--- config.mk ---
export PLATFORM = sky130hd
export DESIGN_NAME = psc_master
export DESIGN_NICKNAME = d
export VERILOG_FILES = /design/src/rtl/psc_pkg.sv /design/src/rtl/psc_sync.sv /design/src/rtl/psc_tick.sv /design/src/rtl/psc_timer.sv /design/src/rtl/psc_serializer.sv /design/src/rtl/psc_master.sv
export SDC_FILE = /design/constraint.sdc
export NUM_CORES = 1
export LEC_CHECK = 0
export ABC_CLOCK_PERIOD_IN_PS = 5250
export BUFFER_PORTS_ARGS = -buffer_cell sky130_fd_sc_hd__buf_4
export CORE_MARGIN = 8
export CORE_UTILIZATION = 56
export CTS_CLUSTER_SIZE = 30
export DETAILED_ROUTE_END_ITERATION = 10
export GPL_TIMING_DRIVEN = 0
export PLACE_DENSITY = 0.79
export SLEW_MARGIN = 20
export SYNTH_ARGS = -nofsm -noshare
export SYNTH_HDL_FRONTEND = slang
export SYNTH_HIERARCHICAL = 1
export SYNTH_SLANG_ARGS = --single-unit
--- constraint.sdc ---
create_clock -name clk -period 5.25 [get_ports clk]
set_input_delay 0.525 -clock clk [delete_from_list [all_inputs] [get_ports clk]]
set_output_delay 0.525 -clock clk [all_outputs]
set_load 0.02 [all_outputs]
--- src/rtl/psc_pkg.sv ---
package psc_pkg;

    typedef enum logic [2:0] {
        ST_IDLE,
        ST_PULSE,
        ST_WAIT,
        ST_FETCH,
        ST_SHIFT,
        ST_DRAIN,
        ST_TAIL
    } psc_state_e;

    typedef enum logic [1:0] {
        ERR_NONE        = 2'd0,
        ERR_NO_READY    = 2'd1,
        ERR_STATUS_LOST = 2'd2,
        ERR_NO_DONE     = 2'd3
    } psc_err_e;

endpackage

--- src/rtl/psc_sync.sv ---
// Multi-stage synchroniser, one chain per input bit.
module psc_sync #(
    parameter int W      = 2,
    parameter int STAGES = 2
) (
    input  logic         clk,
    input  logic         rst_n,
    input  logic [W-1:0] d_i,
    output logic [W-1:0] q_o
);
    for (genvar g = 0; g < W; g++) begin : g_bit
        logic [STAGES-1:0] chain_q;
        always_ff @(posedge clk or negedge rst_n) begin
            if (!rst_n) chain_q <= '0;
            else        chain_q <= {chain_q[STAGES-2:0], d_i[g]};
        end
        assign q_o[g] = chain_q[STAGES-1];
    end
endmodule

--- src/rtl/psc_tick.sv ---
// Half-period strobe: fires once every DIV enabled cycles.
module psc_tick #(
    parameter int DIV = 4
) (
    input  logic clk,
    input  logic rst_n,
    input  logic en_i,
    output logic tick_o
);
    if (DIV == 1) begin : g_direct
        assign tick_o = en_i;
    end else begin : g_count
        localparam int CW = $clog2(DIV);
        localparam logic [CW-1:0] LAST = CW'(DIV - 1);
        logic [CW-1:0] cnt_d, cnt_q;

        always_comb begin
            if (!en_i)              cnt_d = '0;
            else if (cnt_q == LAST) cnt_d = '0;
            else                    cnt_d = cnt_q + 1'b1;
        end

        always_ff @(posedge clk or negedge rst_n) begin
            if (!rst_n) cnt_q <= '0;
            else        cnt_q <= cnt_d;
        end

        assign tick_o = en_i && (cnt_q == LAST);
    end
endmodule

--- src/rtl/psc_timer.sv ---
// Loadable down-counter that rests at zero.
module psc_timer #(
    parameter int W = 8
) (
    input  logic         clk,
    input  logic         rst_n,
    input  logic         load_i,
    input  logic [W-1:0] val_i,
    output logic         zero_o
);
    logic [W-1:0] cnt_d, cnt_q;

    always_comb begin
        if (load_i)          cnt_d = val_i;
        else if (cnt_q != 0) cnt_d = cnt_q - 1'b1;
        else                 cnt_d = cnt_q;
    end

    always_ff @(posedge clk or negedge rst_n) begin
        if (!rst_n) cnt_q <= '0;
        else        cnt_q <= cnt_d;
    end

    assign zero_o = (cnt_q == '0);
endmodule

--- src/rtl/psc_serializer.sv ---
// Byte holder that presents bits least significant first.
module psc_serializer #(
    parameter int W = 8
) (
    input  logic         clk,
    input  logic         rst_n,
    input  logic         load_i,
    input  logic [W-1:0] data_i,
    input  logic         last_i,
    input  logic         adv_i,
    output logic         bit_o,
    output logic         final_bit_o,
    output logic         last_byte_o
);
    localparam int IW = $clog2(W);

    typedef struct packed {
        logic [W-1:0]  data;
        logic [IW-1:0] idx;
        logic          last;
    } ser_t;

    ser_t s_d, s_q;

    always_comb begin
        s_d = s_q;
        if (load_i) begin
            s_d.data = data_i;
            s_d.idx  = '0;
            s_d.last = last_i;
        end else if (adv_i) begin
            s_d.data = {1'b0, s_q.data[W-1:1]};
            s_d.idx  = s_q.idx + 1'b1;
        end
    end

    always_ff @(posedge clk or negedge rst_n) begin
        if (!rst_n) s_q <= '0;
        else        s_q <= s_d;
    end

    assign bit_o       = s_q.data[0];
    assign final_bit_o = (s_q.idx == IW'(W - 1));
    assign last_byte_o = s_q.last;
endmodule

--- src/rtl/psc_master.sv ---
module psc_master
    import psc_pkg::*;
#(
    parameter int DIV         = 4,
    parameter int PULSE_LEN   = 8,
    parameter int RDY_TIMEOUT = 64,
    parameter int TAIL_LIMIT  = 6,
    parameter int TRAIL_CLKS  = 2,
    parameter int SYNC_STAGES = 2
) (
    input  logic       clk,
    input  logic       rst_n,
    input  logic       start_i,
    input  logic [7:0] byte_data_i,
    input  logic       byte_valid_i,
    input  logic       byte_last_i,
    output logic       byte_ready_o,
    output logic       prog_n_o,
    output logic       dclk_o,
    output logic       dat_o,
    input  logic       tgt_ready_i,
    input  logic       tgt_done_i,
    output logic       busy_o,
    output logic       done_o,
    output logic       err_o,
    output logic [1:0] err_code_o
);
    localparam int BYTE_W = 8;
    localparam int TMAX   = (PULSE_LEN > RDY_TIMEOUT) ? PULSE_LEN : RDY_TIMEOUT;
    localparam int TW     = $clog2(TMAX + 1);
    localparam int PMAX   = (TAIL_LIMIT > TRAIL_CLKS) ? TAIL_LIMIT : TRAIL_CLKS;
    localparam int PW     = $clog2(PMAX + 1);
    localparam logic [PW-1:0] P_TRAIL = PW'(TRAIL_CLKS);
    localparam logic [PW-1:0] P_LIMIT = PW'(TAIL_LIMIT);
    localparam logic [PW-1:0] P_ONE   = PW'(1);

    typedef struct packed {
        psc_state_e    st;
        logic          prog_n;
        logic          dclk;
        logic          done;
        psc_err_e      err;
        logic [PW-1:0] pcnt;
    } ctl_t;

    ctl_t q, n;

    logic          rdy_s, done_s;
    logic          tick, tick_en, lo_end, hi_end;
    logic          tmr_load, tmr_zero;
    logic [TW-1:0] tmr_val;
    logic          ser_load, ser_adv, ser_bit, ser_final, ser_last;

    psc_sync #(.W(2), .STAGES(SYNC_STAGES)) u_sync (
        .clk   (clk),
        .rst_n (rst_n),
        .d_i   ({tgt_done_i, tgt_ready_i}),
        .q_o   ({done_s, rdy_s})
    );

    psc_tick #(.DIV(DIV)) u_tick (
        .clk    (clk),
        .rst_n  (rst_n),
        .en_i   (tick_en),
        .tick_o (tick)
    );

    psc_timer #(.W(TW)) u_timer (
        .clk    (clk),
        .rst_n  (rst_n),
        .load_i (tmr_load),
        .val_i  (tmr_val),
        .zero_o (tmr_zero)
    );

    psc_serializer #(.W(BYTE_W)) u_ser (
        .clk         (clk),
        .rst_n       (rst_n),
        .load_i      (ser_load),
        .data_i      (byte_data_i),
        .last_i      (byte_last_i),
        .adv_i       (ser_adv),
        .bit_o       (ser_bit),
        .final_bit_o (ser_final),
        .last_byte_o (ser_last)
    );

    assign tick_en = (q.st == ST_SHIFT) || (q.st == ST_DRAIN) || (q.st == ST_TAIL);
    assign lo_end  = tick && !q.dclk;
    assign hi_end  = tick &&  q.dclk;

    always_comb begin
        n        = q;
        tmr_load = 1'b0;
        tmr_val  = '0;
        ser_load = 1'b0;
        ser_adv  = 1'b0;
        unique case (q.st)
            ST_IDLE: begin
                if (start_i) begin
                    n.st     = ST_PULSE;
                    n.prog_n = 1'b0;
                    n.done   = 1'b0;
                    n.err    = ERR_NONE;
                    tmr_load = 1'b1;
                    tmr_val  = TW'(PULSE_LEN - 1);
                end
            end
            ST_PULSE: begin
                if (tmr_zero) begin
                    n.st     = ST_WAIT;
                    n.prog_n = 1'b1;
                    tmr_load = 1'b1;
                    tmr_val  = TW'(RDY_TIMEOUT - 1);
                end
            end
            ST_WAIT: begin
                if (rdy_s) begin
                    n.st = ST_FETCH;
                end else if (tmr_zero) begin
                    n.st  = ST_IDLE;
                    n.err = ERR_NO_READY;
                end
            end
            ST_FETCH: begin
                if (!rdy_s) begin
                    n.st   = ST_IDLE;
                    n.dclk = 1'b0;
                    n.err  = ERR_STATUS_LOST;
                end else if (byte_valid_i) begin
                    ser_load = 1'b1;
                    n.st     = ST_SHIFT;
                end
            end
            ST_SHIFT: begin
                if (!rdy_s) begin
                    n.st   = ST_IDLE;
                    n.dclk = 1'b0;
                    n.err  = ERR_STATUS_LOST;
                end else if (lo_end) begin
                    n.dclk = 1'b1;
                end else if (hi_end) begin
                    n.dclk = 1'b0;
                    // completion outranks end-of-stream on the same edge
                    if (done_s) begin
                        n.st   = ST_TAIL;
                        n.pcnt = P_TRAIL;
                    end else if (ser_final) begin
                        if (ser_last) begin
                            n.st   = ST_DRAIN;
                            n.pcnt = P_LIMIT;
                        end else begin
                            n.st = ST_FETCH;
                        end
                    end else begin
                        ser_adv = 1'b1;
                    end
                end
            end
            ST_DRAIN: begin
                if (!rdy_s) begin
                    n.st   = ST_IDLE;
                    n.dclk = 1'b0;
                    n.err  = ERR_STATUS_LOST;
                end else if (lo_end) begin
                    n.dclk = 1'b1;
                end else if (hi_end) begin
                    n.dclk = 1'b0;
                    if (done_s) begin
                        n.st   = ST_TAIL;
                        n.pcnt = P_TRAIL;
                    end else if (q.pcnt == P_ONE) begin
                        n.st  = ST_IDLE;
                        n.err = ERR_NO_DONE;
                    end else begin
                        n.pcnt = q.pcnt - P_ONE;
                    end
                end
            end
            ST_TAIL: begin
                if (!rdy_s) begin
                    n.st   = ST_IDLE;
                    n.dclk = 1'b0;
                    n.err  = ERR_STATUS_LOST;
                end else if (lo_end) begin
                    n.dclk = 1'b1;
                end else if (hi_end) begin
                    n.dclk = 1'b0;
                    if (q.pcnt == P_ONE) begin
                        n.st   = ST_IDLE;
                        n.done = 1'b1;
                    end else begin
                        n.pcnt = q.pcnt - P_ONE;
                    end
                end
            end
            default: begin
                n.st     = ST_IDLE;
                n.dclk   = 1'b0;
                n.prog_n = 1'b1;
            end
        endcase
    end

    always_ff @(posedge clk or negedge rst_n) begin
        if (!rst_n) begin
            q.st     <= ST_IDLE;
            q.prog_n <= 1'b1;
            q.dclk   <= 1'b0;
            q.done   <= 1'b0;
            q.err    <= ERR_NONE;
            q.pcnt   <= '0;
        end else begin
            q <= n;
        end
    end

    assign byte_ready_o = (q.st == ST_FETCH) && rdy_s;
    assign prog_n_o     = q.prog_n;
    assign dclk_o       = q.dclk;
    assign dat_o        = (q.st == ST_SHIFT) ? ser_bit : 1'b0;
    assign busy_o       = (q.st != ST_IDLE);
    assign done_o       = q.done;
    assign err_o        = (q.err != ERR_NONE);
    assign err_code_o   = q.err;

endmodule

==> qor.csv, run 1 <==
stage,metric,value,unit
logic_synthesis,synth_cells,230,
timing,rsz0062_at_grt,false,
timing,min_period_over_period,56.22,%
timing,setup_viol,0,
drt,remaining_drc_errors,0,
clock_tree,hold_buffers,0,
critical_path,cp_max_fo,10,
logic_synthesis,synth_edf_count,0,
placement,pre_cts_slack,2.306,ns
final_layout,fin_area,2491,sq um
floorplanning,die_h,77.92,microns
floorplanning,rows,22,
drt,drt-pass1-iter-count,4,
grt,antenna_found_initial,0,
logic_synthesis,synth_fp_nets,252,
critical_path,worstSetupStartpointType,register,
power_and_ir_drop,leakage,1.091,nW
power_and_ir_drop,p_total,1.304,mW
timing,max_freq,0.3388,GHz
grt,overflow,0,
logic_synthesis,synth.top_cell.area_share,40.79,%
final_layout,final_core_util,67.54,%
clock_tree,htreeDepth,2,
run,maxCapViolCount,0,
logic_synthesis,yosysTopAreaCell,dfrtp_1,
logic_synthesis,async_flop_share,100.0,%
power_and_ir_drop,p_per_area,523.6,nW/um^2
drt,routed_wl,4405,microns
placement,dp_hpwl,3216,microns
power_and_ir_drop,worst_ir_drop_vdd,0.3698,mV
drt,antenna_violating_nets_post_route,0,
timing,hold_viol_final,0,
critical_path,worst-endpoint-arrival,3.17,ns
clock_tree,clk_pin_slew,0.07,ns
floorplanning,coreArea,3689,sq um
placement,dp.cells,301,
drt,via_count,1730,
clock_tree,cts_root_buf,clkbuf_8,
timing,slew_viol_final,0,
floorplanning,die_area,6072,sq um
timing,worst_pin_slew,0.7813,ns
clock_tree,clock-sinks,36,
logic_synthesis,synth_cell_types,51,
logic_synthesis,synth-warning-count,6,
drt,wl_per_cell,14.26,microns
clock_tree,clk_path_buf_depth,2,
worst_hold_path,hold_class,in2async,
logic_synthesis,yosysMostFrequentCell,dfrtp_1,
clock_tree,cts_tree,yes,
drt,viasPerCell,5.599,
clock_tree,cts_setup_buffers,0,
floorplanning,io-pin-count,24,
timing,period_needed,2.952,ns
timing,relSlewSlack,47.51,%
critical_path,reg2regPathDepth,7,
logic_synthesis,yosysSeqAreaShare,42.02,%
timing,tns,0,ns
grt,grt_pass1_vias,1767,
critical_path,cp.required,5.47,ns
floorplanning,start_util,58.21,%
drt,wl_met1,1970,microns
clock_tree,cts_repair_resize_count,0,
final_layout,drive_gt1_share,21.84,%
placement,gp_congestion,0.9863,
timing,hold_slack,0.1707,ns
clock_tree,clock_latency,0.29,ns
placement,io_buffers,23,
final_layout,areaGrowthSynthToFinish,16.03,%
placement,place_area,2380,sq um
final_layout,fillers,311,
final_layout,insertedDiodeCount,0,
drt,first_iter_violations,198,
timing,skew,0.002700,ns
logic_synthesis,syn_area,2147,sq um
logic_synthesis,synth_area_leaders,"dfrtp_1, mux2i_1, ha_1",
critical_path,path_class,reg2reg,
critical_path,worst_setup_path_end_kind,register,
drt,wl_met3,240,microns
logic_synthesis,synth-seq-cells,36,
clock_tree,numCtsBuffers,5,
logic_synthesis,synthTopCellsByCount,"dfrtp_1, nand2_1, o21ai_0",
grt,grt_usage,15.30,%
drt,wl_met2,2141,microns
timing,setup_slack,2.299,ns
drt,top_layer,met4,
final_layout,final_nets,282,
grt,grt_pass1_wl,7790,microns
run_status,outcome,"complete, no violations",
logic_synthesis,synth_ff_type,dfrtp_1,
logic_synthesis,syn_area_per_cell,9.335,sq um
grt,grt_max_degree,37,
final_layout,finalNonFillerCells,309,
floorplanning,die_w,77.92,microns
cells in the final DEF, fill, tap and decap left out, types with 7 or more instances in the layout:
cell / count
nor2b_1: 7
mux2i_1: 10
nand2b_1: 9
dfrtp_1: 35
o21ai_0: 16
buf_4: 30
a21oi_1: 14
nand2_1: 19
nor2_1: 15
inv_1: 10
ha_1: 7
where the power goes:
group / switching [mW] / total, mW / internal, mW
combinational: 0.332 / 0.609 / 0.277
clock: 0.102 / 0.243 / 0.140
sequential: 0.0738 / 0.453 / 0.379
total: 0.508 / 1.30 / 0.796
metal layers:
layer | vias to the layer above | track usage (%)
li1 | 874 | -
met1 | 800 | 18.84
met2 | 49 | 25.48
met3 | 7 | 4.147
met4 | 0 | 4.630
met5 | - | 0
cell families (layout without fill, tap and decap cells):
family                   count (synthesis)  count (layout)  synth area share [%]
adder cells (fa/ha/maj)                  7               7                 4.079
flip-flops                              36              36                 42.02
other                                    1               1                0.1747
buffers and inverters                   27              58                 6.644
multiplexers                            14              14                 6.935
XOR/XNOR                                 3               3                 1.224
AO/OA/AOI/OAI                           65              65                 19.06
AND/OR/NAND/NOR                         77              77                 19.87
layout make-up:
class / instances / area, sq um / area share, %
Multi-Input combinational cell: 167 / 1102 / 44.25
Sequential cell: 36 / 902.1 / 36.21
Inverter: 10 / 37.54 / 1.507
Timing Repair Buffer: 23 / 172.7 / 6.931
Buffer: 17 / 105.1 / 4.219
Tap cell: 48 / 60.06 / 2.411
Clock inverter: 3 / 42.54 / 1.708
Clock buffer: 5 / 68.82 / 2.762
flip-flops by register name, indices dropped and copies added (netlist names):
signal	count
u_ser/s_q	10
u_tick/g_count.cnt_q	2
prog_n_o	1
u_sync/g_bit.chain_q	4
u_ser/bit_o	1
q	6
u_ser/last_byte_o	1
u_timer/cnt_q	7
done_o	1
dclk_o	1
err_code_o	2
critical path, cell delays in order, from the launching register on:
cell and delay [ns]:
dfrtp_1 0.43, or4_4 0.58, nor2_1 0.34, mux2i_1 0.21, nor3_1 0.64, clkbuf_1 0.42
a41oi_1 0.10, a21oi_1 0.17
final timing paths:
| path | from | slack [ns] | end |
|---|---|---|---|
| max reg2reg | u_timer/cnt_q[4] | 2.30 | u_timer/cnt_q[5] |
| max | u_timer/cnt_q[4] | 2.30 | u_timer/cnt_q[5] |
| min | rst_n | 0.17 | u_ser/s_q[6] |
| max in group asynchronous | rst_n | 4.73 | prog_n_o |
| min in group clk | tgt_done_i | 0.34 | u_sync/g_bit[1].chain_q[0] |
| min reg2reg | u_sync/g_bit[0].chain_q[0] | 0.35 | u_sync/g_bit[0].chain_q[1] |
No activity file was read; power rests on OpenSTA's default activity.
==> inputs of run 2 (changes only) <==
--- a/config.mk
+++ b/config.mk
@@ -5,14 +5,15 @@
 export SDC_FILE = /design/constraint.sdc
 export NUM_CORES = 1
 export LEC_CHECK = 0
-export ABC_CLOCK_PERIOD_IN_PS = 5250
+export ABC_AREA = 1
+export ABC_CLOCK_PERIOD_IN_PS = 2530
 export BUFFER_PORTS_ARGS = -buffer_cell sky130_fd_sc_hd__buf_4
 export CORE_MARGIN = 8
-export CORE_UTILIZATION = 56
+export CORE_UTILIZATION = 53
 export CTS_CLUSTER_SIZE = 30
 export DETAILED_ROUTE_END_ITERATION = 10
 export GPL_TIMING_DRIVEN = 0
-export PLACE_DENSITY = 0.79
+export PLACE_DENSITY = 0.78
 export SLEW_MARGIN = 20
 export SYNTH_ARGS = -nofsm -noshare
 export SYNTH_HDL_FRONTEND = slang
==> constraint.sdc (replaced) <==
create_clock -name clk -period 2.53 [get_ports clk]
set_input_delay 0.253 -clock clk [delete_from_list [all_inputs] [get_ports clk]]
set_output_delay 0.253 -clock clk [all_outputs]
set_load 0.02 [all_outputs]
==> run 2 against run 1 <==
  * Worst setup slack worse by 2.0 ns
  * Die area up 15%
  * Flip-flop and latch count unchanged
  * First-iteration DRC count down 44%
  * Sequential power up 100%
  * Critical path type unchanged
  * Fmax up 30%
  * Sequential share of layout area down 3.8 points
  * Critical endpoint is now u_ser/s_q[8]
==> qor.csv, run 2 <==
stage,metric,value,unit,change
final_layout,areaGrowthSynthToFinish,14.99,%,was 16.03%
logic_synthesis,yosysSeqAreaShare,37.28,%,was 42.02%
timing,hold_slack,0.06066,ns,was 0.1707 ns
floorplanning,coreArea,4384,sq um,was 3689 sq um
timing,tns,0,ns,unchanged
critical_path,reg2regPathDepth,11,,was 7
timing,relSlewSlack,58.64,%,was 47.51%
logic_synthesis,syn_area,2420,sq um,was 2147 sq um
floorplanning,die_h,83.57,microns,was 77.92 microns
logic_synthesis,synth-warning-count,6,,unchanged
final_layout,final_nets,376,,was 282
logic_synthesis,synthTopCellsByCount,"nand2_1, dfrtp_1, inv_1, nor2_1, nand3_1",,"was dfrtp_1, nand2_1, o21ai_0"
critical_path,worst_setup_path_end_kind,register,,unchanged
grt,grt_pass1_vias,2015,,"was 1,767"
timing,period_needed,2.264,ns,was 2.952 ns
clock_tree,cts_setup_buffers,0,,unchanged
logic_synthesis,synth_cells,323,,was 230
logic_synthesis,synth_ff_type,dfrtp_1,,unchanged
drt,antenna_violating_nets_post_route,0,,unchanged
run,maxCapViolCount,0,,unchanged
logic_synthesis,yosysTopAreaCell,dfrtp_1,,unchanged
worst_hold_path,hold_class,in2reg,,was in2async
logic_synthesis,synth.top_cell.area_share,36.19,%,was 40.79%
run_status,outcome,"complete, no violations",,unchanged
timing,slew_viol_final,0,,unchanged
final_layout,mostFrequentLayoutCells,"nand2_1, dfrtp_1, inv_1, buf_4, nor2_1",,"was dfrtp_1, buf_4, nand2_1"
drt,first_iter_violations,111,,was 198
floorplanning,start_util,55.19,%,was 58.21%
logic_synthesis,syn_area_per_cell,7.492,sq um,was 9.335 sq um
clock_tree,clk_path_buf_depth,2,,unchanged
final_layout,largest_reg_flops,10,,unchanged
final_layout,final_core_util,63.47,%,was 67.54%
logic_synthesis,synth_fp_nets,345,,was 252
logic_synthesis,synth_cell_types,36,,was 51
clock_tree,numCtsBuffers,5,,unchanged
logic_synthesis,synth_area_leaders,"dfrtp_1, nand2_1, inv_1",,"was dfrtp_1, mux2i_1, ha_1"
drt,via_count,2060,,"was 1,730"
timing,max_freq,0.4417,GHz,was 0.3388 GHz
placement,dp_hpwl,3798,microns,was 3216 microns
drt,wl_per_cell,12.29,microns,was 14.26 microns
logic_synthesis,async_flop_share,100.0,%,unchanged
critical_path,cp_max_fo,10,,unchanged
clock_tree,htreeDepth,2,,unchanged
critical_path,worst-endpoint-arrival,2.44,ns,was 3.17 ns
logic_synthesis,synth_edf_count,0,,unchanged
final_layout,insertedDiodeCount,0,,unchanged
grt,grt_max_degree,37,,unchanged
logic_synthesis,yosysMostFrequentCell,nand2_1,,was dfrtp_1
power_and_ir_drop,p_total,2.876,mW,was 1.304 mW
floorplanning,rows,24,,was 22
grt,antenna_found_initial,0,,unchanged
placement,io_buffers,23,,unchanged
clock_tree,clock_latency,0.29,ns,about the same
worst_hold_path,min_path_cells,1,,
grt,grt_pass1_wl,8728,microns,was 7790 microns
final_layout,fillers,417,,was 311
clock_tree,clock-sinks,36,,unchanged
power_and_ir_drop,worst_ir_drop_vdd,0.6119,mV,was 0.3698 mV
logic_synthesis,synth-seq-cells,36,,unchanged
timing,skew,0.005238,ns,was 0.002700 ns
floorplanning,die_w,83.57,microns,was 77.92 microns
grt,grt_usage,14.59,%,was 15.30%
final_layout,final_common_cell,nand2_1,,was dfrtp_1
floorplanning,die_area,6984,sq um,was 6072 sq um
drt,viasPerCell,5.061,,was 5.599
clock_tree,cts_tree,yes,,unchanged
timing,rsz0062_at_grt,false,,unchanged
grt,overflow,0,,unchanged
critical_path,worstSetupStartpointType,register,,unchanged
placement,gp_congestion,0.8805,,was 0.9863
final_layout,drive_gt1_share,22.82,%,was 21.84%
final_layout,top_regs,"u_ser/s_q (10), u_timer/cnt_q (7), q (6)",,unchanged
timing,min_period_over_period,89.48,%,was 56.22%
drt,drt-pass1-iter-count,4,,unchanged
clock_tree,clk_pin_slew,0.08,ns,was 0.07 ns
floorplanning,io-pin-count,24,,unchanged
power_and_ir_drop,leakage,1.494,nW,was 1.091 nW
drt,remaining_drc_errors,0,,unchanged
timing,worst_pin_slew,0.6157,ns,was 0.7813 ns
power_and_ir_drop,p_per_area,1033,nW/um^2,was 523.6 nW/um^2
timing,hold_viol_final,0,,unchanged
critical_path,cp.required,2.71,ns,was 5.47 ns
final_layout,top_register,u_ser/s_q,,unchanged
critical_path,path_class,reg2reg,,unchanged
clock_tree,cts_root_buf,clkbuf_8,,unchanged
drt,routed_wl,5000,microns,was 4405 microns
timing,setup_viol,0,,unchanged
run 2: logic make-up (layout without fill, tap and decap cells):
kind of cell,count (synthesis),in the layout,share of synthesized area (%)
simple gates,198,198,40.02
buf+inv,48,80,9.720
flops,36,36,37.28
compound gates,28,28,7.394
fa+ha+maj,7,7,3.619
xor+xnor,5,5,1.810
other cells,1,1,0.1550
run 2: per-stage QoR:
stage	instances	cell area (sq um)	worst slack, ns
2_1_floorplan	323	2420	0.6125
5_1_grt	407	2783	0.05094
4_1_cts	407	2783	0.2681
3_5_place_dp	398	2658	0.2802
6_report	407	2783	0.2662
3_3_place_gp	398	2658	0.3430
run 2: cell type report:
class	count	area, sq um	area share, %
repair buffers	24	182.7	6.565
flip-flops and latches	36	902.1	32.42
well taps	52	65.06	2.338
clock buffers	5	68.82	2.473
multi-input cells	239	1282	46.09
inverters	35	131.4	4.721
plain buffers	13	103.9	3.732
clock inverters	3	46.29	1.664
run 2: metal layers:
layer  part of all wire, %  global-route usage, %
met1                    46                  17.64
met2                    48                  24.07
met3                   4.5                  4.297
met4                   1.3                  4.710
met5                     0                      0
run 2: worst paths after layout:
check                      slack [ns]                        from                         end
max                              0.27                       q[10]                u_ser/s_q[8]
min                              0.06                  tgt_done_i  u_sync/g_bit[1].chain_q[0]
max reg2reg                      0.27                       q[10]                u_ser/s_q[8]
min reg2reg                      0.35  u_sync/g_bit[0].chain_q[0]  u_sync/g_bit[0].chain_q[1]
max in group asynchronous        1.72                       rst_n                    prog_n_o
min in group asynchronous        0.47                       rst_n                        q[8]
run 2: where the power goes:
group | switching [mW] | total, mW | internal (mW) | leakage, nW
registers | 0.140 | 0.922 | 0.782 | 0.453
clock network | 0.228 | 0.525 | 0.297 | 0.0548
logic | 0.880 | 1.43 | 0.549 | 0.986
total | 1.25 | 2.88 | 1.63 | 1.49
run 2: timing repair:
action | 4_1_cts | 5_1_grt
hold endpoints to repair | 35 | 0
gates resized for setup | 0 | 0
hold buffers | 1 | 0
run 2: worst max-delay path, stage by stage (launching register included):
cell and delay, ns:
dfrtp_1 0.51, buf_6 0.24, nand2_4 0.10, inv_2 0.11, nand2_1 0.06, inv_1 0.06
nand2_1 0.10, nor3_1 0.54, nor2_1 0.11, buf_4 0.20, nand2_1 0.06, nand3_1 0.07
